--- config.mk ---
export PLATFORM = sky130hd
export DESIGN_NAME = ctc_channel
export DESIGN_NICKNAME = d
export VERILOG_FILES = /design/src/rtl/ctc_pkg.sv /design/src/rtl/ctc_elapsed.sv /design/src/rtl/ctc_wave.sv /design/src/rtl/ctc_readback.sv /design/src/rtl/ctc_channel.sv
export SDC_FILE = /design/constraint.sdc
export NUM_CORES = 1
export LEC_CHECK = 0
export ABC_AREA = 1
export ABC_CLOCK_PERIOD_IN_PS = 7450
export BUFFER_PORTS_ARGS = -buffer_cell sky130_fd_sc_hd__clkbuf_2
export CORE_ASPECT_RATIO = 1.4
export CORE_MARGIN = 5
export CORE_UTILIZATION = 57
export CTS_BUF_LIST = sky130_fd_sc_hd__clkbuf_4 sky130_fd_sc_hd__clkbuf_8 sky130_fd_sc_hd__clkbuf_16
export CTS_CLUSTER_DIAMETER = 80
export DETAILED_ROUTE_END_ITERATION = 16
export PLACE_DENSITY = 0.84
export SLEW_MARGIN = 20
export SYNTH_ARGS = -nofsm -noshare
export SYNTH_HDL_FRONTEND = slang
export SYNTH_SLANG_ARGS = --single-unit
--- constraint.sdc ---
create_clock -name clk_i -period 7.45 [get_ports clk_i]
set_input_delay 1.1175 -clock clk_i [delete_from_list [all_inputs] [get_ports clk_i]]
set_output_delay 1.1175 -clock clk_i [all_outputs]
set_load 0.01 [all_outputs]
--- src/rtl/ctc_pkg.sv ---
package ctc_pkg;

  typedef enum logic [2:0] {
    M_TERM    = 3'd0,
    M_ONESHOT = 3'd1,
    M_RATE    = 3'd2,
    M_SQUARE  = 3'd3,
    M_SWSTB   = 3'd4,
    M_HWSTB   = 3'd5
  } mode_e;

  // codes 6 and 7 fold onto 2 and 3
  function automatic mode_e norm_mode(logic [2:0] raw);
    if (raw[2:1] == 2'b11) return mode_e'({1'b0, raw[1:0]});
    return mode_e'(raw);
  endfunction

  function automatic logic is_periodic(mode_e m);
    return (m == M_RATE) || (m == M_SQUARE);
  endfunction

  function automatic logic gate_retrig(mode_e m);
    return (m == M_ONESHOT) || (m == M_RATE) || (m == M_SQUARE) || (m == M_HWSTB);
  endfunction

endpackage

--- src/rtl/ctc_elapsed.sv ---
module ctc_elapsed #(
  parameter int CNT_W = 16
) (
  input  logic             clk_i,
  input  logic             rst_ni,
  input  logic             tick_i,
  input  logic             restart_i,
  input  logic             periodic_i,
  input  logic [CNT_W:0]   period_i,
  output logic [CNT_W:0]   phase_o,
  output logic             wrapped_o,
  output logic [CNT_W-1:0] since_o
);

  logic [CNT_W:0] phase_q;
  logic           wrapped_q;
  logic [CNT_W-1:0] since_q;

  always_ff @(posedge clk_i or negedge rst_ni) begin
    if (!rst_ni) begin
      phase_q   <= '0;
      wrapped_q <= 1'b0;
      since_q   <= '0;
    end else if (restart_i) begin
      phase_q   <= '0;
      wrapped_q <= 1'b0;
      since_q   <= '0;
    end else if (tick_i) begin
      since_q <= since_q + 1'b1;
      if (periodic_i) begin
        if (phase_q == period_i - 1'b1) begin
          phase_q   <= '0;
          wrapped_q <= 1'b1;
        end else begin
          phase_q <= phase_q + 1'b1;
        end
      end else if (phase_q <= period_i) begin
        // saturate at period+1: enough to tell before/at/after
        phase_q <= phase_q + 1'b1;
      end
    end
  end

  assign phase_o   = phase_q;
  assign wrapped_o = wrapped_q;
  assign since_o   = since_q;

  a_r13_hold: assert property (@(posedge clk_i) disable iff (!rst_ni)
    (!tick_i && !restart_i) |=> ($stable(phase_o) && $stable(since_o)));

  a_r2_restart: assert property (@(posedge clk_i) disable iff (!rst_ni)
    restart_i |=> (phase_o == '0 && since_o == '0 && !wrapped_o));

  a_r5_phase_bound: assert property (@(posedge clk_i) disable iff (!rst_ni)
    periodic_i |-> (phase_o < period_i));

endmodule

--- src/rtl/ctc_wave.sv ---
module ctc_wave
  import ctc_pkg::*;
#(
  parameter int CNT_W = 16
) (
  input  logic           clk_i,
  input  logic           rst_ni,
  input  logic           tick_i,
  input  logic           restart_i,
  input  mode_e          mode_i,
  input  logic [CNT_W:0] period_i,
  input  logic [CNT_W:0] phase_i,
  input  logic           wrapped_i,
  output logic           wave_o
);

  logic [CNT_W:0] half;
  assign half = (period_i + 1'b1) >> 1;

  always_comb begin
    unique case (mode_i)
      M_TERM:          wave_o = (phase_i >= period_i);
      M_ONESHOT:       wave_o = (phase_i < period_i);
      M_RATE:          wave_o = wrapped_i && (phase_i == '0);
      M_SQUARE:        wave_o = (phase_i < half);
      M_SWSTB, M_HWSTB: wave_o = (phase_i == period_i);
      default:         wave_o = 1'b0;
    endcase
  end

  a_r3_sticky: assert property (@(posedge clk_i) disable iff (!rst_ni)
    (mode_i == M_TERM && wave_o && !restart_i) |=> wave_o);

  a_r5_one_tick: assert property (@(posedge clk_i) disable iff (!rst_ni)
    (mode_i == M_RATE && wave_o && tick_i && !restart_i && period_i > 1) |=> !wave_o);

  a_r7_strobe_once: assert property (@(posedge clk_i) disable iff (!rst_ni)
    ((mode_i == M_SWSTB || mode_i == M_HWSTB) && wave_o && tick_i && !restart_i) |=> !wave_o);

endmodule

--- src/rtl/ctc_readback.sv ---
module ctc_readback
  import ctc_pkg::*;
#(
  parameter int CNT_W = 16
) (
  input  mode_e            mode_i,
  input  logic [CNT_W:0]   period_i,
  input  logic [CNT_W:0]   phase_i,
  input  logic [CNT_W-1:0] since_i,
  output logic [CNT_W-1:0] value_o
);

  logic [CNT_W+1:0] two_p;
  logic [CNT_W+1:0] per_x;
  logic [CNT_W+1:0] two_mod;
  logic [CNT_W:0]   sq_val;
  logic [CNT_W:0]   rt_val;

  assign two_p   = {phase_i, 1'b0};
  assign per_x   = {1'b0, period_i};
  assign two_mod = (two_p >= per_x) ? (two_p - per_x) : two_p;
  assign sq_val  = period_i - two_mod[CNT_W:0];
  assign rt_val  = period_i - phase_i;

  always_comb begin
    unique case (mode_i)
      M_RATE:   value_o = rt_val[CNT_W-1:0];
      M_SQUARE: value_o = sq_val[CNT_W-1:0];
      default:  value_o = period_i[CNT_W-1:0] - since_i;
    endcase
  end

endmodule

--- src/rtl/ctc_channel.sv ---
module ctc_channel
  import ctc_pkg::*;
#(
  parameter int CNT_W = 16
) (
  input  logic             clk_i,
  input  logic             rst_ni,
  input  logic             tick_i,
  input  logic             load_i,
  input  logic [CNT_W-1:0] load_count_i,
  input  logic [2:0]       load_mode_i,
  input  logic             load_bcd_i,
  input  logic             gate_i,
  output logic             wave_o,
  output logic [CNT_W-1:0] count_o,
  output logic [2:0]       mode_o,
  output logic             bcd_o
);

  localparam logic [CNT_W:0] FULL = {1'b1, {CNT_W{1'b0}}};

  logic [CNT_W:0]   period_q;
  logic [2:0]       mode_raw_q;
  logic             bcd_q;
  logic             gate_q;
  mode_e            mode;
  logic             gate_rise;
  logic             restart;
  logic [CNT_W:0]   phase;
  logic             wrapped;
  logic [CNT_W-1:0] since;

  assign mode      = norm_mode(mode_raw_q);
  assign gate_rise = gate_i && !gate_q;
  assign restart   = load_i || (gate_rise && gate_retrig(mode));

  always_ff @(posedge clk_i or negedge rst_ni) begin
    if (!rst_ni) begin
      period_q   <= FULL;
      mode_raw_q <= 3'd3;
      bcd_q      <= 1'b0;
      gate_q     <= 1'b1;
    end else begin
      gate_q <= gate_i;
      if (load_i) begin
        period_q   <= (load_count_i == '0) ? FULL : {1'b0, load_count_i};
        mode_raw_q <= load_mode_i;
        bcd_q      <= load_bcd_i;
      end
    end
  end

  ctc_elapsed #(.CNT_W(CNT_W)) u_elapsed (
    .clk_i      (clk_i),
    .rst_ni     (rst_ni),
    .tick_i     (tick_i),
    .restart_i  (restart),
    .periodic_i (is_periodic(mode)),
    .period_i   (period_q),
    .phase_o    (phase),
    .wrapped_o  (wrapped),
    .since_o    (since)
  );

  ctc_wave #(.CNT_W(CNT_W)) u_wave (
    .clk_i     (clk_i),
    .rst_ni    (rst_ni),
    .tick_i    (tick_i),
    .restart_i (restart),
    .mode_i    (mode),
    .period_i  (period_q),
    .phase_i   (phase),
    .wrapped_i (wrapped),
    .wave_o    (wave_o)
  );

  ctc_readback #(.CNT_W(CNT_W)) u_readback (
    .mode_i   (mode),
    .period_i (period_q),
    .phase_i  (phase),
    .since_i  (since),
    .value_o  (count_o)
  );

  assign mode_o = mode_raw_q;
  assign bcd_o  = bcd_q;

  a_r1_zero_load: assert property (@(posedge clk_i) disable iff (!rst_ni)
    (load_i && load_count_i == '0) |=> (period_q == FULL));

  a_r8_no_retrig: assert property (@(posedge clk_i) disable iff (!rst_ni)
    (gate_rise && !load_i && !tick_i && (mode == M_TERM || mode == M_SWSTB))
      |=> ($stable(count_o) && $stable(wave_o)));

  a_r2_load_value: assert property (@(posedge clk_i) disable iff (!rst_ni)
    (load_i && load_count_i != '0) |=> (count_o == $past(load_count_i)));

endmodule

* After elaboration in Yosys (flattened, before gate mapping)
Index checks and enable logic that the tools add are counted.
** Word-level totals
- Bits in registers :: 56
- Bits of input ports :: 25
- Logic and storage cells :: 65
** Cells by class
- Add/subtract/negate cells :: 8
- Order comparisons :: 5
- Equal/unequal tests :: 8
- Muxes and demuxes :: 18
- Reduce and logical (&&, ||, !) cells :: 19
** Operators with widths (count)
- $mux W17 :: 6
- $sub A16 B16 Y16 :: 4
- $mux W16 :: 3
- $add A17 B1 Y17 const B :: 2
- $eq A17 B17 Y1 :: 2
- $pmux W16 S2 :: 1
- $ge A18 B17 Y1 :: 1
- $ge A17 B17 Y1 :: 1
- $le A17 B17 Y1 :: 1
- $logic_not A17 Y1 :: 1
- $lt A17 B16 Y1 :: 1
- $lt A17 B17 Y1 :: 1
- $sub A17 B1 Y17 const B :: 1
- $add A16 B1 Y16 const B :: 1
- $logic_not A16 Y1 :: 1
- $eq A3 B2 Y1 const B :: 2
- $eq A3 B3 Y1 const B :: 2
- $mux W3 :: 2
- $reduce_bool A2 Y1 :: 3
- $logic_or A1 B1 Y1 :: 5
- $mux W1 :: 5
- $pmux W1 S5 :: 1
- $eq A3 B1 Y1 const B :: 1
- $logic_and A1 B1 Y1 :: 3
- other kinds (7) :: 7

* Logic depth before layout (Yosys ltp)
Gate-level depths: netlist of run 1.
- Word-level depth :: 11
- Mapped depth :: 25

* By module
A second synthesis of run 1 with hierarchy kept.
** Second synthesis, totals
- Cell total of the unflattened synthesis :: 1167
- Area, all modules :: 7415.9 um^2
** By module, submodules not included
- ctc_elapsed :: times used 1, cells each 453, area an instance 3056.7 um^2
- ctc_readback :: times used 1, cells each 364, area an instance 2118.3 um^2
- ctc_wave :: times used 1, cells each 239, area an instance 1327.5 um^2
- ctc_channel :: times used 1, cells each 111, area an instance 913.4 um^2

* Worst setup path before layout of run 1
Ideal clock, no wire load.
- Kind :: reg-to-output
- From :: register period_q[11]
- To :: output port count_o[11]
- Data arrival time :: 3.819 ns
- Required time :: 6.332 ns
- Path slack :: 2.514 ns
- Cell stages (with the launch flop) :: 22
- Buffers on the path :: 2
- Path through :: dfrtp_1 clkbuf_1 inv_1 ha_1 nand2_1 nor2_1 nand2_1 nor3_1 nor2_1 nand2_1 buf_2 a21oi_1 o21ai_0 o221ai_1 ha_1 nand2_1 o21ai_0 a21oi_1 o21ai_0 a21oi_1 o21ai_0 xor2_1
** On the way
- Word-level cells in the longest chain between the ends :: 4
** RTL lines
- from (decl) :: line ctc_channel.sv:22 : logic [CNT_W:0] period_q;
- from (signal assigned) :: line ctc_channel.sv:46 : period_q <= (load_count_i == '0) ? FULL : {1'b0, load_count_i};
- $sub A16 B16 Y16 / $ge A18 B17 Y1 (equally long branches) :: line ctc_readback.sv:21 : assign two_mod = (two_p >= per_x) ? (two_p - per_x) : two_p;
- $mux W16 :: line ctc_readback.sv:21
- $sub A16 B16 Y16 :: line ctc_readback.sv:22 : assign sq_val = period_i - two_mod[CNT_W:0];
- $pmux W16 S2 (*) :: line ctc_readback.sv:26 : unique case (mode_i)
- to (decl) :: line ctc_channel.sv:15 : output logic [CNT_W-1:0] count_o,
Every way passes the cells marked *; elsewhere a longest branch is shown, timed or not.

* Worst setup path after layout of run 1
- From :: register period_q[4]
- To :: output port count_o[11]
Same word-level chain as after synthesis.

==> results.toml, run 1 <==
[outcome]
status = "finished, final reports clean"

[global_routing]
wire_length_of_the_first_global_routing_pass_um = 30300
grt_max_degree = 57
initial_antenna_violation_count = 0
grt_util_all_layers = 0.282
grt.overflow.total = 0
number_of_global_route_vias_before_repair = 6317

[yosys]
synthesis.area_um2 = 6400
synthDominantCellAreaShare = 0.203
yosys_warnings = 0
synth_edf_count = 0
synthDominantAreaCellType = "dfrtp_1"
async_reset_ff_frac = 1.00
postSynthNetCount = 1064
postSynthAreaPerCell_um2 = 6.61
ys_types = 49
ys_seq_area_frac = 0.220
dominantRegCellSynth = "dfrtp_1"
synth.area.top_cells = "dfrtp_1 20%, nand2_1 15%, ha_1 13%"
post_synth_inst_count = 968
postSynthRegisterBits = 56

[clock_tree]
cts-hold-fix-buffers = 0
worst_skew_pair.late_latency_ns = 0.31
number_of_gates_resized_after_cts = 0
post_cts.repair.setup_buffers = 0
cts.sink_count = 56
total_clock_buffers_created_by_cts = 5
cts_tree = "built"
h-tree-depth = 2
cts-root-buf = "clkbuf_16"
clk_path_buf_depth = 2
cts.clk_slew.worst_paths_ns = 0.08

[placement]
detailed_place_hpwl_um = 15100
routability_congestion_estimate = 1.00
placed_area_um2 = 6690
numPortBuffers = 45
place_inst = 1131

[worst_hold_path]
hold_path.startpoint = "u_elapsed.wrapped_o$_DFFE_PN0P_"
min-delay-path-class = "reg -> reg"

[critical_path]
worst_setup_path_start_kind = "flop"
critPathCaptureType = "output port"
maximum_fanout_encountered_on_the_critical_timing_path = 25
crit_path_cell_trace = "inv_1, ha_1, nand2_1, nor2_1, nand2_1, nor3_1, nor2_1, nand2_1, a21oi_1, o21ai_0, o221ai_1, ha_1, nand2_1, o21ai_0, a21oi_1, o21ai_0, a21oi_1, o21ai_0, xor2_1, clkbuf_2"
timing.rr.start = "period_q[2]$_DFFE_PN0P_"
critical_path.max_stage_delay_ns = 0.54
cpLargestDelayFamily = "compound AO/OA/AOI/OAI gates"
crit_start = "period_q[4]$_DFFE_PN0P_"
critical_path.n_buffers_inverters = 2
critical_path_arrival_ns = 5.14
critical_path_class = "reg -> out"
critical_path_required_ns = 6.33
slowest_stage = "nand2_1"

[die]
dieArea_um2 = 13500
die_y_um = 135
coreArea_um2 = 10900
initial_core_util = 0.586
floorplan.rows = 45
die-width_um = 99.6
pin_count = 46

[final_layout]
post-route-cell-area_um2 = 6840
n_antenna_cell = 0
layoutNonFillerInstCount = 1139
post_route_cells_drive_above_1_share = 0.0842
layout.cells.most_common = "nand2_1"
layout_common_cells = "249 x nand2_1, 119 x inv_1, 90 x nor2_1"
num-fill-cells = 1047
syn_to_final_growth_pct = 6.78
design.final.nets = 1093

[power_and_ir_drop]
power.static_leakage_uw = 0.00345
ir_drop_uv = 93.9
cellPowerDensity_nw_per_um2 = 149

[drt]
remaining_drc_errors = 0
dr_total_vias = 6611
totalWireLength_um = 18600
vias_per_cell = 5.80
drt_first_pass_iters = 5
ant_nets = 0
routedWlPerCell_um = 16.3
detail_route.iter0.violations = 483

[timing]
skew_ns = 0.00779
unrepaired_setup_endpoints_after_global_routing = "no"
timing.slew.headroom = 0.386
timing.fmax_mhz = 160
drv_slew = 0
timing.setup.tns_ns = 0
finalSetupViolations = 0
timing_worst_slew_pin_value_ns = 0.920
finalHoldViolations = 0
fin_hold_ws_ns = 0.499
layout_worst_path_cycle_share = 0.839
post-route-min-period_ns = 6.25

[job]
maxCapViolations = 0
## kinds of logic (layout without fill, tap and decap cells)
kind of cell	Yosys count	count (layout)	synth area share
AO/OA/AOI/OAI	153	153	0.140
XOR/XNOR	51	51	0.0698
adder cells (fa/ha/maj)	71	71	0.141
buffers and inverters	149	179	0.0936
flip-flops	56	56	0.220
multiplexers	1	1	0.00176
AND/OR/NAND/NOR	487	487	0.334
## per-stage QoR
| step | util | power (uW) | setup slack [ns] |
|---|---|---|---|
| CTS | 0.626 | 1020 | 1.32 |
| global placement | 0.612 | 760 | 1.80 |
| floorplan | - | 631 | 2.51 |
| global route | 0.626 | 1090 | 0.756 |
| detailed placement | 0.612 | 766 | 1.67 |
| finish | 0.626 | 1020 | 1.20 |
## tightest hold or removal path: stages (launching register included)
cell and delay (ns):
dfrtp_1 0.36, nand2_1 0.05, o21ai_0 0.06
## registers in the layout (all words and copies together) (netlist names)
signal               flops
bcd_o                    1
u_elapsed.since_o       16
u_elapsed.wrapped_o      1
period_q                17
mode_o                   3
gate_q                   1
u_elapsed.phase_o       17
## synthesized netlist by cell type (all sizes together) (13+ instances only)
library cell,count
inv,124
nand4,27
xor2,32
dfrtp,52
ha,69
a21oi,58
nor3,23
clkbuf,13
xnor2,19
nor2,99
o21ai,59
nand3,69
nand2,251
## final timing paths
kind                                                endpoint  slack, ns  cells after the start
setup reg to reg           u_elapsed.phase_o[14]$_DFFE_PN0P_       4.24                     14
setup / recovery                                 count_o[11]       1.20                     20
hold reg to reg              u_elapsed.wrapped_o$_DFFE_PN0P_       0.50                      2
hold / removal               u_elapsed.wrapped_o$_DFFE_PN0P_       0.50                      2
max in group asynchronous                  bcd_o$_DFFE_PN0P_       6.00                      2
min in group asynchronous   u_elapsed.since_o[0]$_DFFE_PN0P_       0.96                      2
## where the power goes
group | switching [uW] | leakage (uW) | total (uW) | internal, uW
clock | 126 | 0.0000753 | 258 | 132
combinational | 266 | 0.00264 | 419 | 153
sequential | 27.3 | 0.000732 | 345 | 317
total | 419 | 0.00345 | 1020 | 602
## final cells by class
| class | instances | area, um2 | share of cell area |
|---|---|---|---|
| repair buffers | 46 | 233 | 0.0340 |
| well taps | 141 | 176 | 0.0258 |
| multi-input cells | 763 | 4400 | 0.643 |
| clock inverters | 2 | 17.5 | 0.00256 |
| flip-flops and latches | 56 | 1410 | 0.206 |
| clock buffers | 6 | 133 | 0.0194 |
| inverters | 125 | 474 | 0.0694 |
## layer usage
metal / vias to the layer above / track usage / part of all wire
li1: 3280 / - / -
met4: 0 / 0.175 / 0.067
met1: 3064 / 0.324 / 0.39
met2: 203 / 0.498 / 0.49
met3: 64 / 0.0247 / 0.045
met5: - / 0 / 0
Note: power is estimated with default switching activity, not from simulation.
==> run 2: changes to the inputs <==
- ABC_CLOCK_PERIOD_IN_PS: 7450 -> 5700
- PLACE_DENSITY: 0.84 -> 0.87
- clock period: 7.45 -> 5.7 ns (I/O delays scaled with it)
==> run 2 against run 1 <==
  * The flow now finishes with violations (design-rule violations)
  * Total power rose by 40%
  * Via count grew 2.9%
  * Die area stayed put
  * Critical path type unchanged
  * Critical endpoint is now count_o[15]
  * Largest cell class unchanged
==> results.toml, run 2 (synthesized netlist as in run 1, its figures left out) <==
[global_routing]
grt_util_all_layers = 0.286
wire_length_of_the_first_global_routing_pass_um = 30700
grt.overflow.total = 0
grt_max_degree = 57
number_of_global_route_vias_before_repair = 6475
initial_antenna_violation_count = 0

[power_and_ir_drop]
power.share.sequential = 0.310
internal_cell_power_uw = 881
ir_drop_uv = 151
power.share.clock = 0.293
cellPowerDensity_nw_per_um2 = 205
power.switching_fraction = 0.384
power.static_leakage_uw = 0.00354
combinationalPowerShare = 0.397
total_switching_power_uw = 549

[final_layout]
syn_to_final_growth_pct = 9.19
layout.cells.most_common = "nand2_1"
layout_common_cells = "248 x nand2_1, 119 x inv_1, 90 x nor2_1"
final_core_util = 0.640
design.final.nets = 1107
n_antenna_cell = 0
layoutNonFillerInstCount = 1153
post_route_cells_drive_above_1_share = 0.0988
post-route-cell-area_um2 = 6990
num-fill-cells = 995

[timing]
unrepaired_setup_endpoints_after_global_routing = "yes"
timing.setup.tns_ns = 0
minimum_setup_slack_in_the_final_design_ns = 0.295
timing_worst_slew_pin_value_ns = 0.897
finalSetupViolations = 0
layout_worst_path_cycle_share = 0.948
timing.slew.headroom = 0.401
drv_slew = 0
post-route-min-period_ns = 5.40
timing.fmax_mhz = 185
finalHoldViolations = 0
skew_ns = 0.00758

[job]
maxCapViolations = 0

[clock_tree]
cts_tree = "built"
total_clock_buffers_created_by_cts = 5
worst_skew_pair.late_latency_ns = 0.31
cts-hold-fix-buffers = 0
h-tree-depth = 2
cts.sink_count = 56
clk_path_buf_depth = 2
cts.clk_slew.worst_paths_ns = 0.08
cts-root-buf = "clkbuf_16"

[drt]
remaining_drc_errors = 1
vias_per_cell = 5.90
drt_first_pass_iters = 12
detail_route.iter0.violations = 571
totalWireLength_um = 19200
dr_total_vias = 6802
ant_nets = 0
routedWlPerCell_um = 16.7

[critical_path]
critical_path_required_ns = 4.85
maximum_fanout_encountered_on_the_critical_timing_path = 13
critPathCaptureType = "output port"
critical_path_arrival_ns = 4.55
worst_setup_path_start_kind = "flop"
critical_path_class = "reg -> out"

[placement]
routability_congestion_estimate = 1.01
detailed_place_hpwl_um = 15300
minimum_setup_slack_after_placement_ns = 0.521
numPortBuffers = 45
place_inst = 1145
placed_area_um2 = 6790

[outcome]
violated_checks = "design-rule violations"
status = "complete, but fails checks"

[die]
pin_count = 46
dieArea_um2 = 13500
floorplan.rows = 45
die-width_um = 99.6
coreArea_um2 = 10900
initial_core_util = 0.586
die_y_um = 135

[worst_hold_path]
min-delay-path-class = "reg -> reg"
[run 2: changes by cell type in the layout (fill, tap and decap cells not counted), sizes merged]
cell,delta
bufinv,+2
buf,+14
inv,-2
[run 2: per-stage QoR]
step	hold WS, ns	power [uW]
after floorplan	0.453	825
after global placement	0.470	995
after detailed placement	0.476	1010
after CTS	0.495	1420
after global routing	0.532	1510
final	0.498	1430
[run 2: layout make-up]
class | instances | area (um2) | share of cell area
clock buffers | 6 | 133 | 0.0190
clock inverters | 2 | 60.1 | 0.00859
well taps | 141 | 176 | 0.0252
repair buffers | 60 | 338 | 0.0483
flip-flops and latches | 56 | 1410 | 0.201
inverters | 125 | 474 | 0.0678
multi-input cells | 763 | 4400 | 0.630
[run 2: path summary, 6_finish.rpt]
check / to / startpoint / depth (start not counted) / slack (ns)
worst max register to register: u_elapsed.phase_o[14]$_DFFE_PN0P_ / period_q[2]$_DFFE_PN0P_ / 14 / 2.50
max in group asynchronous: bcd_o$_DFFE_PN0P_ / rst_ni / 2 / 4.46
min in group asynchronous: period_q[0]$_DFFE_PN0P_ / rst_ni / 2 / 0.69
worst min register to register: u_elapsed.wrapped_o$_DFFE_PN0P_ / u_elapsed.wrapped_o$_DFFE_PN0P_ / 2 / 0.50
worst min-delay path: u_elapsed.wrapped_o$_DFFE_PN0P_ / u_elapsed.wrapped_o$_DFFE_PN0P_ / 2 / 0.50
worst max-delay path: count_o[15] / period_q[4]$_DFFE_PN0P_ / 21 / 0.30
[run 2: critical path: stages, from the launching register on]
cell and delay [ns]:
dfrtp_1 0.45, inv_1 0.17, ha_1 0.42, nand2_1 0.13, nor2_1 0.21, nand2_1 0.09
nor3_1 0.18, nor2_1 0.09, nand2_2 0.21, buf_4 0.23, inv_1 0.12, o21bai_1 0.17
o211ai_1 0.19, ha_1 0.39, inv_1 0.09, o21bai_1 0.08, a31oi_1 0.18, a21bo_2 0.25
a31oi_1 0.26, nand3_1 0.12, nand2_1 0.08, clkbuf_2 0.12
[run 2: power by group through the flow]
| stage | clock [uW] | combinational, uW | sequential [uW] |
|---|---|---|---|
| CTS | 418 | 558 | 443 |
| floorplan | 0 | 381 | 444 |
| global placement | 0 | 545 | 450 |
| detailed placement | 0 | 555 | 451 |
| finish | 418 | 568 | 444 |
| global route | 433 | 629 | 446 |
[run 2: per-layer routing]
layer	share of wire	routed length, um	up-vias	GRT usage
met5	0	0	-	0
li1	-	-	3304	-
met3	0.060	1160	102	0.0294
met4	0.083	1590	0	0.218
met1	0.37	7050	3099	0.318
met2	0.49	9430	297	0.498
[run 2: timing repair]
| action | 4_1_cts | 5_1_grt |
|---|---|---|
| setup buffers | 0 | 0 |
| resized for setup | 0 | 5 |
| setup endpoints to repair | 0 | 5 |
